File: config.mk
export PLATFORM = sky130hd
export DESIGN_NAME = rtc_timekeeper
export DESIGN_NICKNAME = d
export VERILOG_FILES = /design/src/rtl/rtc_pkg.sv /design/src/rtl/rtc_bus_port.sv /design/src/rtl/rtc_calendar_step.sv /design/src/rtl/rtc_timekeeper.sv
export SDC_FILE = /design/constraint.sdc
export NUM_CORES = 1
export LEC_CHECK = 0
export BUFFER_PORTS_ARGS = -buffer_cell sky130_fd_sc_hd__buf_2
export CORE_UTILIZATION = 40
export DETAILED_ROUTE_END_ITERATION = 8
export PLACE_DENSITY = 0.62
export SYNTH_ARGS = -nofsm -noshare
export SYNTH_HDL_FRONTEND = slang
export SYNTH_SLANG_ARGS = --single-unit
File: constraint.sdc
create_clock -name clk -period 5.8 [get_ports clk]
set_input_delay 0.87 -clock clk [delete_from_list [all_inputs] [get_ports clk]]
set_output_delay 0.87 -clock clk [all_outputs]
set_load 0.02 [all_outputs]
File: src/rtl/rtc_pkg.sv
// Shared constants, types and field tables for the BCD timekeeper.
// Assumes seven time fields, each one byte of packed BCD.
package rtc_pkg;
    localparam int ADDR_W     = 4;
    localparam int DATA_W     = 8;
    localparam int NUM_FIELDS = 7;

    localparam int F_SEC  = 0;
    localparam int F_MIN  = 1;
    localparam int F_HR   = 2;
    localparam int F_DATE = 3;
    localparam int F_DOW  = 4;
    localparam int F_MON  = 5;
    localparam int F_YR   = 6;

    typedef logic [NUM_FIELDS-1:0][DATA_W-1:0] time_vec_t;

    localparam logic [ADDR_W-1:0] FIELD_ADDR [NUM_FIELDS] =
        '{4'h0, 4'h2, 4'h4, 4'h6, 4'h8, 4'h9, 4'hA};
    localparam logic [DATA_W-1:0] FIELD_MASK [NUM_FIELDS] =
        '{8'h7F, 8'h7F, 8'hBF, 8'h3F, 8'h07, 8'h1F, 8'hFF};
    localparam logic [DATA_W-1:0] FIELD_RST  [NUM_FIELDS] =
        '{8'h00, 8'h00, 8'h00, 8'h01, 8'h01, 8'h01, 8'h00};

    localparam logic [ADDR_W-1:0] CTRL_ADDR = 4'hE;
    localparam logic [DATA_W-1:0] CTRL_MASK = 8'h0B;
    localparam logic [DATA_W-1:0] CTRL_RST  = 8'h02;
    localparam int CTRL_DST    = 0;
    localparam int CTRL_MODE24 = 1;
    localparam int CTRL_FREEZE = 3;
endpackage

File: src/rtl/rtc_bus_port.sv
// Write strobe tracker: latches address and data while select and write
// enable are high, and issues a one-cycle commit when the pair drops.
// Assumes the inputs are synchronous to clk.
module rtc_bus_port #(
    parameter int AW = 4,
    parameter int DW = 8
) (
    input  logic          clk,
    input  logic          rst_n,
    input  logic          sel,
    input  logic          wr_en,
    input  logic [AW-1:0] addr,
    input  logic [DW-1:0] wdata,
    output logic          wr_commit,
    output logic [AW-1:0] wr_addr,
    output logic [DW-1:0] wr_data
);
    logic          act;
    logic          act_q;
    logic [AW-1:0] addr_q;
    logic [DW-1:0] data_q;

    assign act = sel && wr_en;

    // Hold the strobe state and the last address/data seen while active.
    always_ff @(posedge clk) begin
        if (!rst_n) begin
            act_q  <= 1'b0;
            addr_q <= '0;
            data_q <= '0;
        end else begin
            act_q <= act;
            if (act) begin
                addr_q <= addr;
                data_q <= wdata;
            end
        end
    end

    // Commit in the cycle the strobe is first seen inactive.
    always_comb begin
        wr_commit = act_q && !act;
        wr_addr   = addr_q;
        wr_data   = data_q;
    end
endmodule

File: src/rtl/rtc_calendar_step.sv
// Combinational next-second function for a packed BCD time vector.
// Assumes valid BCD input; invalid values step but are not corrected.
module rtc_calendar_step
    import rtc_pkg::*;
(
    input  time_vec_t cur,
    input  logic      mode24,
    output time_vec_t nxt
);
    function automatic logic [7:0] bcd_inc(input logic [7:0] v);
        return (v[3:0] == 4'h9) ? {v[7:4] + 4'h1, 4'h0} : v + 8'h01;
    endfunction

    function automatic logic [7:0] last_day(input logic [7:0] mon, input logic [7:0] yr);
        logic [6:0] ybin;
        ybin = 7'(yr[7:4]) * 7'd10 + 7'(yr[3:0]);
        case (mon)
            8'h02:                      return (ybin[1:0] == 2'b00) ? 8'h29 : 8'h28;
            8'h04, 8'h06, 8'h09, 8'h11: return 8'h30;
            default:                    return 8'h31;
        endcase
    endfunction

    logic       s_wrap, m_wrap, h_wrap, d_wrap, mo_wrap;
    logic [5:0] hlow;
    logic       pm;
    logic [7:0] hinc;

    // Ripple the carry from seconds up to years.
    always_comb begin
        nxt     = cur;
        hlow    = cur[F_HR][5:0];
        pm      = cur[F_HR][7];
        hinc    = bcd_inc({2'b00, hlow});
        s_wrap  = (cur[F_SEC] == 8'h59);
        m_wrap  = s_wrap && (cur[F_MIN] == 8'h59);
        h_wrap  = 1'b0;
        nxt[F_SEC] = s_wrap ? 8'h00 : bcd_inc(cur[F_SEC]);
        if (s_wrap) begin
            nxt[F_MIN] = m_wrap ? 8'h00 : bcd_inc(cur[F_MIN]);
        end
        if (m_wrap) begin
            if (mode24) begin
                h_wrap     = (hlow == 6'h23);
                nxt[F_HR]  = h_wrap ? 8'h00 : {2'b00, hinc[5:0]};
            end else if (hlow == 6'h11) begin
                h_wrap     = pm;
                nxt[F_HR]  = {~pm, 7'h12};
            end else if (hlow == 6'h12) begin
                nxt[F_HR]  = {pm, 7'h01};
            end else begin
                nxt[F_HR]  = {pm, 1'b0, hinc[5:0]};
            end
        end
        d_wrap  = h_wrap && (cur[F_DATE] == last_day(cur[F_MON], cur[F_YR]));
        mo_wrap = d_wrap && (cur[F_MON] == 8'h12);
        if (h_wrap) begin
            nxt[F_DATE] = d_wrap ? 8'h01 : bcd_inc(cur[F_DATE]);
            nxt[F_DOW]  = (cur[F_DOW] == 8'h07) ? 8'h01 : cur[F_DOW] + 8'h01;
        end
        if (d_wrap) begin
            nxt[F_MON] = mo_wrap ? 8'h01 : bcd_inc(cur[F_MON]);
        end
        if (mo_wrap) begin
            nxt[F_YR] = (cur[F_YR] == 8'h99) ? 8'h00 : bcd_inc(cur[F_YR]);
        end
    end
endmodule

File: src/rtl/rtc_timekeeper.sv
// Top of the BCD timekeeper. Holds the running counters, the user-visible
// copy, the control register and the per-field written-while-frozen marks.
// Assumes tick_1hz is a single-cycle pulse synchronous to clk.
module rtc_timekeeper
    import rtc_pkg::*;
(
    input  logic              clk,
    input  logic              rst_n,
    input  logic              tick_1hz,
    input  logic              sel,
    input  logic              rd_en,
    input  logic              wr_en,
    input  logic [ADDR_W-1:0] addr,
    input  logic [DATA_W-1:0] wdata,
    output logic [DATA_W-1:0] rdata
);
    logic                  wr_commit;
    logic [ADDR_W-1:0]     wr_addr;
    logic [DATA_W-1:0]     wr_data;
    time_vec_t             cnt, cnt_base, cnt_step, usr;
    logic [DATA_W-1:0]     ctrl_q;
    logic [NUM_FIELDS-1:0] dirty;
    logic                  refresh_pend;
    logic                  load_pend;
    logic                  freeze;
    logic                  ctrl_hit;
    logic [DATA_W-1:0]     rd_val;
    logic [DATA_W-1:0]     usr_sec, cnt_sec, cnt_min;

    assign freeze   = ctrl_q[CTRL_FREEZE];
    assign ctrl_hit = wr_commit && (wr_addr == CTRL_ADDR);
    assign usr_sec  = usr[F_SEC];
    assign cnt_sec  = cnt[F_SEC];
    assign cnt_min  = cnt[F_MIN];

    rtc_bus_port #(.AW(ADDR_W), .DW(DATA_W)) u_port (
        .clk       (clk),
        .rst_n     (rst_n),
        .sel       (sel),
        .wr_en     (wr_en),
        .addr      (addr),
        .wdata     (wdata),
        .wr_commit (wr_commit),
        .wr_addr   (wr_addr),
        .wr_data   (wr_data)
    );

    rtc_calendar_step u_step (
        .cur    (cnt_base),
        .mode24 (ctrl_q[CTRL_MODE24]),
        .nxt    (cnt_step)
    );

    // Control register, refresh request and freeze-release load request.
    always_ff @(posedge clk) begin
        if (!rst_n) begin
            ctrl_q       <= CTRL_RST;
            refresh_pend <= 1'b0;
            load_pend    <= 1'b0;
        end else begin
            refresh_pend <= tick_1hz && !freeze;
            load_pend    <= ctrl_hit && freeze && !wr_data[CTRL_FREEZE];
            if (ctrl_hit) begin
                ctrl_q <= wr_data & CTRL_MASK;
            end
        end
    end

    generate
        for (genvar i = 0; i < NUM_FIELDS; i++) begin : g_field
            logic hit;
            assign hit = wr_commit && (wr_addr == FIELD_ADDR[i]);

            // Counter base: written value on release if marked, else running count.
            assign cnt_base[i] = (load_pend && dirty[i]) ? usr[i] : cnt[i];

            // User copy: a bus write wins over the periodic refresh.
            always_ff @(posedge clk) begin
                if (!rst_n) begin
                    usr[i] <= FIELD_RST[i];
                end else if (hit) begin
                    usr[i] <= wr_data & FIELD_MASK[i];
                end else if (refresh_pend) begin
                    usr[i] <= cnt[i];
                end
            end

            // Mark fields written while frozen; clear them once loaded.
            always_ff @(posedge clk) begin
                if (!rst_n) begin
                    dirty[i] <= 1'b0;
                end else if (hit && freeze) begin
                    dirty[i] <= 1'b1;
                end else if (load_pend) begin
                    dirty[i] <= 1'b0;
                end
            end

            // Running counter: advance on tick from the (possibly loaded) base.
            always_ff @(posedge clk) begin
                if (!rst_n) begin
                    cnt[i] <= FIELD_RST[i];
                end else begin
                    cnt[i] <= tick_1hz ? cnt_step[i] : cnt_base[i];
                end
            end
        end
    endgenerate

    // Read multiplexer, forced to zero when no read is active.
    always_comb begin
        rd_val = '0;
        for (int i = 0; i < NUM_FIELDS; i++) begin
            if (addr == FIELD_ADDR[i]) begin
                rd_val = usr[i];
            end
        end
        if (addr == CTRL_ADDR) begin
            rd_val = ctrl_q;
        end
        rdata = (sel && rd_en) ? rd_val : '0;
    end
endmodule

==> results.txt <==
Max IR drop VDD: 193.4 µV
largest net degree at the start of global routing: 66
proportion of power drawn by combinational gates: 4.4%
vias per cell: 5.553
FP Rows: 51
combinational family with the most area after synthesis: simple AND/OR/NAND/NOR gates
switching power summed over all nets: 0.5272 mW
static leakage: 3.675 nW
WP buf/inv: 1
part of the Yosys area used for sequential elements: 34.22%
antenna viol nets, final: 0
number of antenna violations at the first check in global routing: 1
Synth Register Bits: 137
Cell Count, Final, Fillers Out: 1241
max incr delay on CP: 0.62 ns
multiplexer share of the synthesized area: 17.72%
die span in x: 143.5 µm
number of enable-type register cells in the synthesized netlist: 0
detailed-routing iteration count for the pre-antenna-repair pass: 5
mean cell area of the mapped netlist: 8.296 µm²
required time reported for the critical path endpoint: 6.16 ns
Pwr Total: 2.118 mW
Period Utilization, post-route: 69.75%
biggest fanout along the worst timing path: 16
Worst Clk Skew: 0.01028 ns
kind of end point of the critical path: flip-flop
Critical Path Source Type: flip-flop
count of hold-fix buffers inserted at cts: 0
most frequent cells in the layout: 139 x nor2_1, 136 x dfxtp_1, 116 x mux2i_1, 96 x nand2_1
internal power: 1.591 mW
max-capacitance violation count: 0
root buf cell: clkbuf_16
relative max-transition margin: 29.89%
warning count from the yosys run: 0
Remaining Overflow, GRT: 0
ratio of cells with drive above 1 in the final layout: 10.26%
minimum period implied by the final worst setup slack: 4.045 ns
clk sinks: 137
endpoints failing setup: 0
Num CTS Buffers: 17
series of cell instances along the critical path: nand2_1 > mux2i_1 > ha_1 > nand2_1 > or3b_1 > nor3_2 > buf_4 > and4_1 > a21bo_1 > nor3_1 > mux2i_1
actual transition at the worst max-transition pin: 1.052 ns
net count reported at finish: 998
number of library cell types mapped by synthesis: 69
Total Routed Length: 22010 µm
weighted congestion reported at the end of routability-driven placement: 0.9100
die boundary height: 143.5 µm
post-placement cell count: 1209
Initial Utilization: 41.04%
number of cells on the critical path: 11
kind of critical path: flip-flop to flip-flop
core outline area: 19530 µm²
Synth Area in XOR/XNOR: 2.842%
Min-Delay Path Class: flip-flop to flip-flop
adder-cell share of the synthesized area: 2.654%
sum of negative setup slack: 0 ns
number of cells on the worst hold path: 2
number of instances in the synthesized netlist: 966
CP max-delay cell: dfxtp_1
outcome: finished, final reports clean
HPWL reported at the end of detailed placement: 15630 µm
total standard cell area after synthesis: 8014 µm²
critical path arrival: 4.40 ns
number of global-route vias before repair: 6341
Final Max Slew Viols: 0
TritonCTS clock tree: yes
Global Route Usage Sum: 22.31%
maximum clock frequency: 0.2472 GHz
Max H-tree Level: 4
buffers added on ports: 25
setup repair after global routing missed its margin: no
vias after detailed routing: 6891
clock input transition at the sequential cells of the worst setup and hold paths: 0.06 ns
io pins: 26
net count after synthesis: 1001
setup bufs post-CTS: 0
wire length of the first global-routing pass: 34980 µm
part of the total power dissipated in sequential elements: 46.2%
number of design-rule violations left by the first detailed-router iteration: 413
post-synthesis simple-gate area fraction: 21.56%
async set-or-reset flop fraction in the synthesized netlist: 0%
Resized Gates After CTS: 0
Worst-Skew Late Latency: 0.43 ns
die outline area: 20610 µm²
leading cell type in the layout, fill and taps excluded: nor2_1
ratio of total power to cell area: 239.5 nW/µm²
post-DR wirelength/cell: 17.74 µm
family with the most delay on the worst path: simple AND/OR/NAND/NOR gates
final hold violation count: 0
post-route DRC violation count: 0
worst r2r path cells: 11
prevailing post-synth register cell: dfxtp_1
area added between synthesis and finish: 10.34%
clock tree buffer depth: 2
share of total power in the clock network: 49.4%
Synth Area in Compound Gates: 16.91%
Sw Ratio: 24.89%
==> worst register-to-register path, stage by stage, from the launching register on <==
cell and delay (ns):
dfxtp_1 0.62, nand2_1 0.47, mux2i_1 0.42, ha_1 0.28
nand2_1 0.11, or3b_1 0.50, nor3_2 0.23, buf_4 0.25
and4_1 0.21, a21bo_1 0.35, nor3_1 0.30, mux2i_1 0.23
==> worst paths after layout <==
check            start      end  slack (ns)
max          load_pend  cnt[54]        1.75
max reg2reg  load_pend  cnt[54]        1.75
min reg2reg    cnt[22]  cnt[22]        0.47
min            cnt[22]  cnt[22]        0.47
==> synth_stat cells (4+ instances only) <==
library cell / n / area share, %
a211oi_1: 50 / 4.7
a21boi_0: 4 / 0.37
a21o_1: 4 / 0.37
a21oi_1: 50 / 3.1
a22oi_1: 8 / 0.75
a31oi_1: 10 / 0.78
and2_1: 9 / 0.70
and3_1: 5 / 0.39
buf_1: 7 / 0.33
buf_2: 4 / 0.25
clkbuf_1: 34 / 1.6
dfxtp_1: 137 / 34
ha_1: 17 / 2.7
inv_1: 28 / 1.3
mux2_2: 23 / 3.2
mux2i_1: 116 / 14
nand2_1: 96 / 4.5
nand2b_1: 13 / 1.0
nand3_1: 27 / 1.7
nand4_1: 4 / 0.31
nand4b_1: 4 / 0.44
nor2_1: 139 / 6.5
nor2b_1: 9 / 0.70
nor3_1: 21 / 1.3
nor3b_1: 7 / 0.66
o21a_1: 5 / 0.47
o21ai_0: 29 / 1.8
o221a_2: 4 / 0.56
o22ai_1: 7 / 0.55
o31ai_1: 4 / 0.37
or2_2: 5 / 0.39
or3_1: 6 / 0.47
xnor2_1: 17 / 1.9
xor2_1: 9 / 0.98
==> per-layer routing <==
| metal | GRT usage (%) | share of wire, % | up-vias |
|---|---|---|---|
| li1 | - | - | 3447 |
| met1 | 31.27 | 49 | 3253 |
| met2 | 34.64 | 45 | 169 |
| met3 | 4.532 | 4.5 | 22 |
| met4 | 5.767 | 1.6 | 0 |
| met5 | 0 | 0 | - |
==> power groups by stage <==
stage	Clock, mW	Sequential (mW)	Combinational [mW]
after CTS	1.06	0.978	0.0924
after global placement	0	0.999	0.0916
after global routing	1.10	0.980	0.102
after detailed placement	0	0.999	0.0919
final	1.05	0.979	0.0927
after floorplan	0	0.978	0.0784
==> registers in the layout (all words and copies together), names as in the netlist <==
register / flops
u_port.act_q: 1
ctrl_q: 3
cnt: 40
usr: 48
usr_sec: 8
u_port.wr_addr: 4
load_pend: 1
u_port.wr_data: 8
refresh_pend: 1
cnt_sec: 8
dirty: 7
cnt_min: 8
==> final cells by class <==
type	count	area [µm²]
Antenna cell	1	2.502
Clock buffer	19	442.9
Clock inverter	12	118.9
Fill cell	1981	10680
Inverter	29	108.9
Multi-Input combinational cell	750	4943
Sequential cell	137	2746
Tap cell	265	331.6
Timing Repair Buffer	28	147.6
==> kinds of logic (layout without fill, tap and decap cells) <==
kind of cell | Yosys count | count (layout)
other | 0 | 1
DFF | 137 | 137
and+or+nand+nor | 367 | 367
xor gates and xnor gates | 26 | 26
muxes | 139 | 139
AOI/OAI and AO/OA | 201 | 201
adders and majority gates | 17 | 17
buffers and inverters | 79 | 88
==> stage by stage <==
step           area (µm²)  hold slack (ns)  worst slack [ns]  utilization [%]
2_1_floorplan        8014           0.4360             2.393                -
3_3_place_gp         8278           0.4518             1.943            42.39
3_5_place_dp         8278           0.4558             1.786            42.39
4_1_cts              8840           0.4637             1.753            45.27
5_1_grt              8840           0.4810             1.411            45.27
6_report             8842           0.4656             1.755            45.28
(Power assumes the default switching activity.)
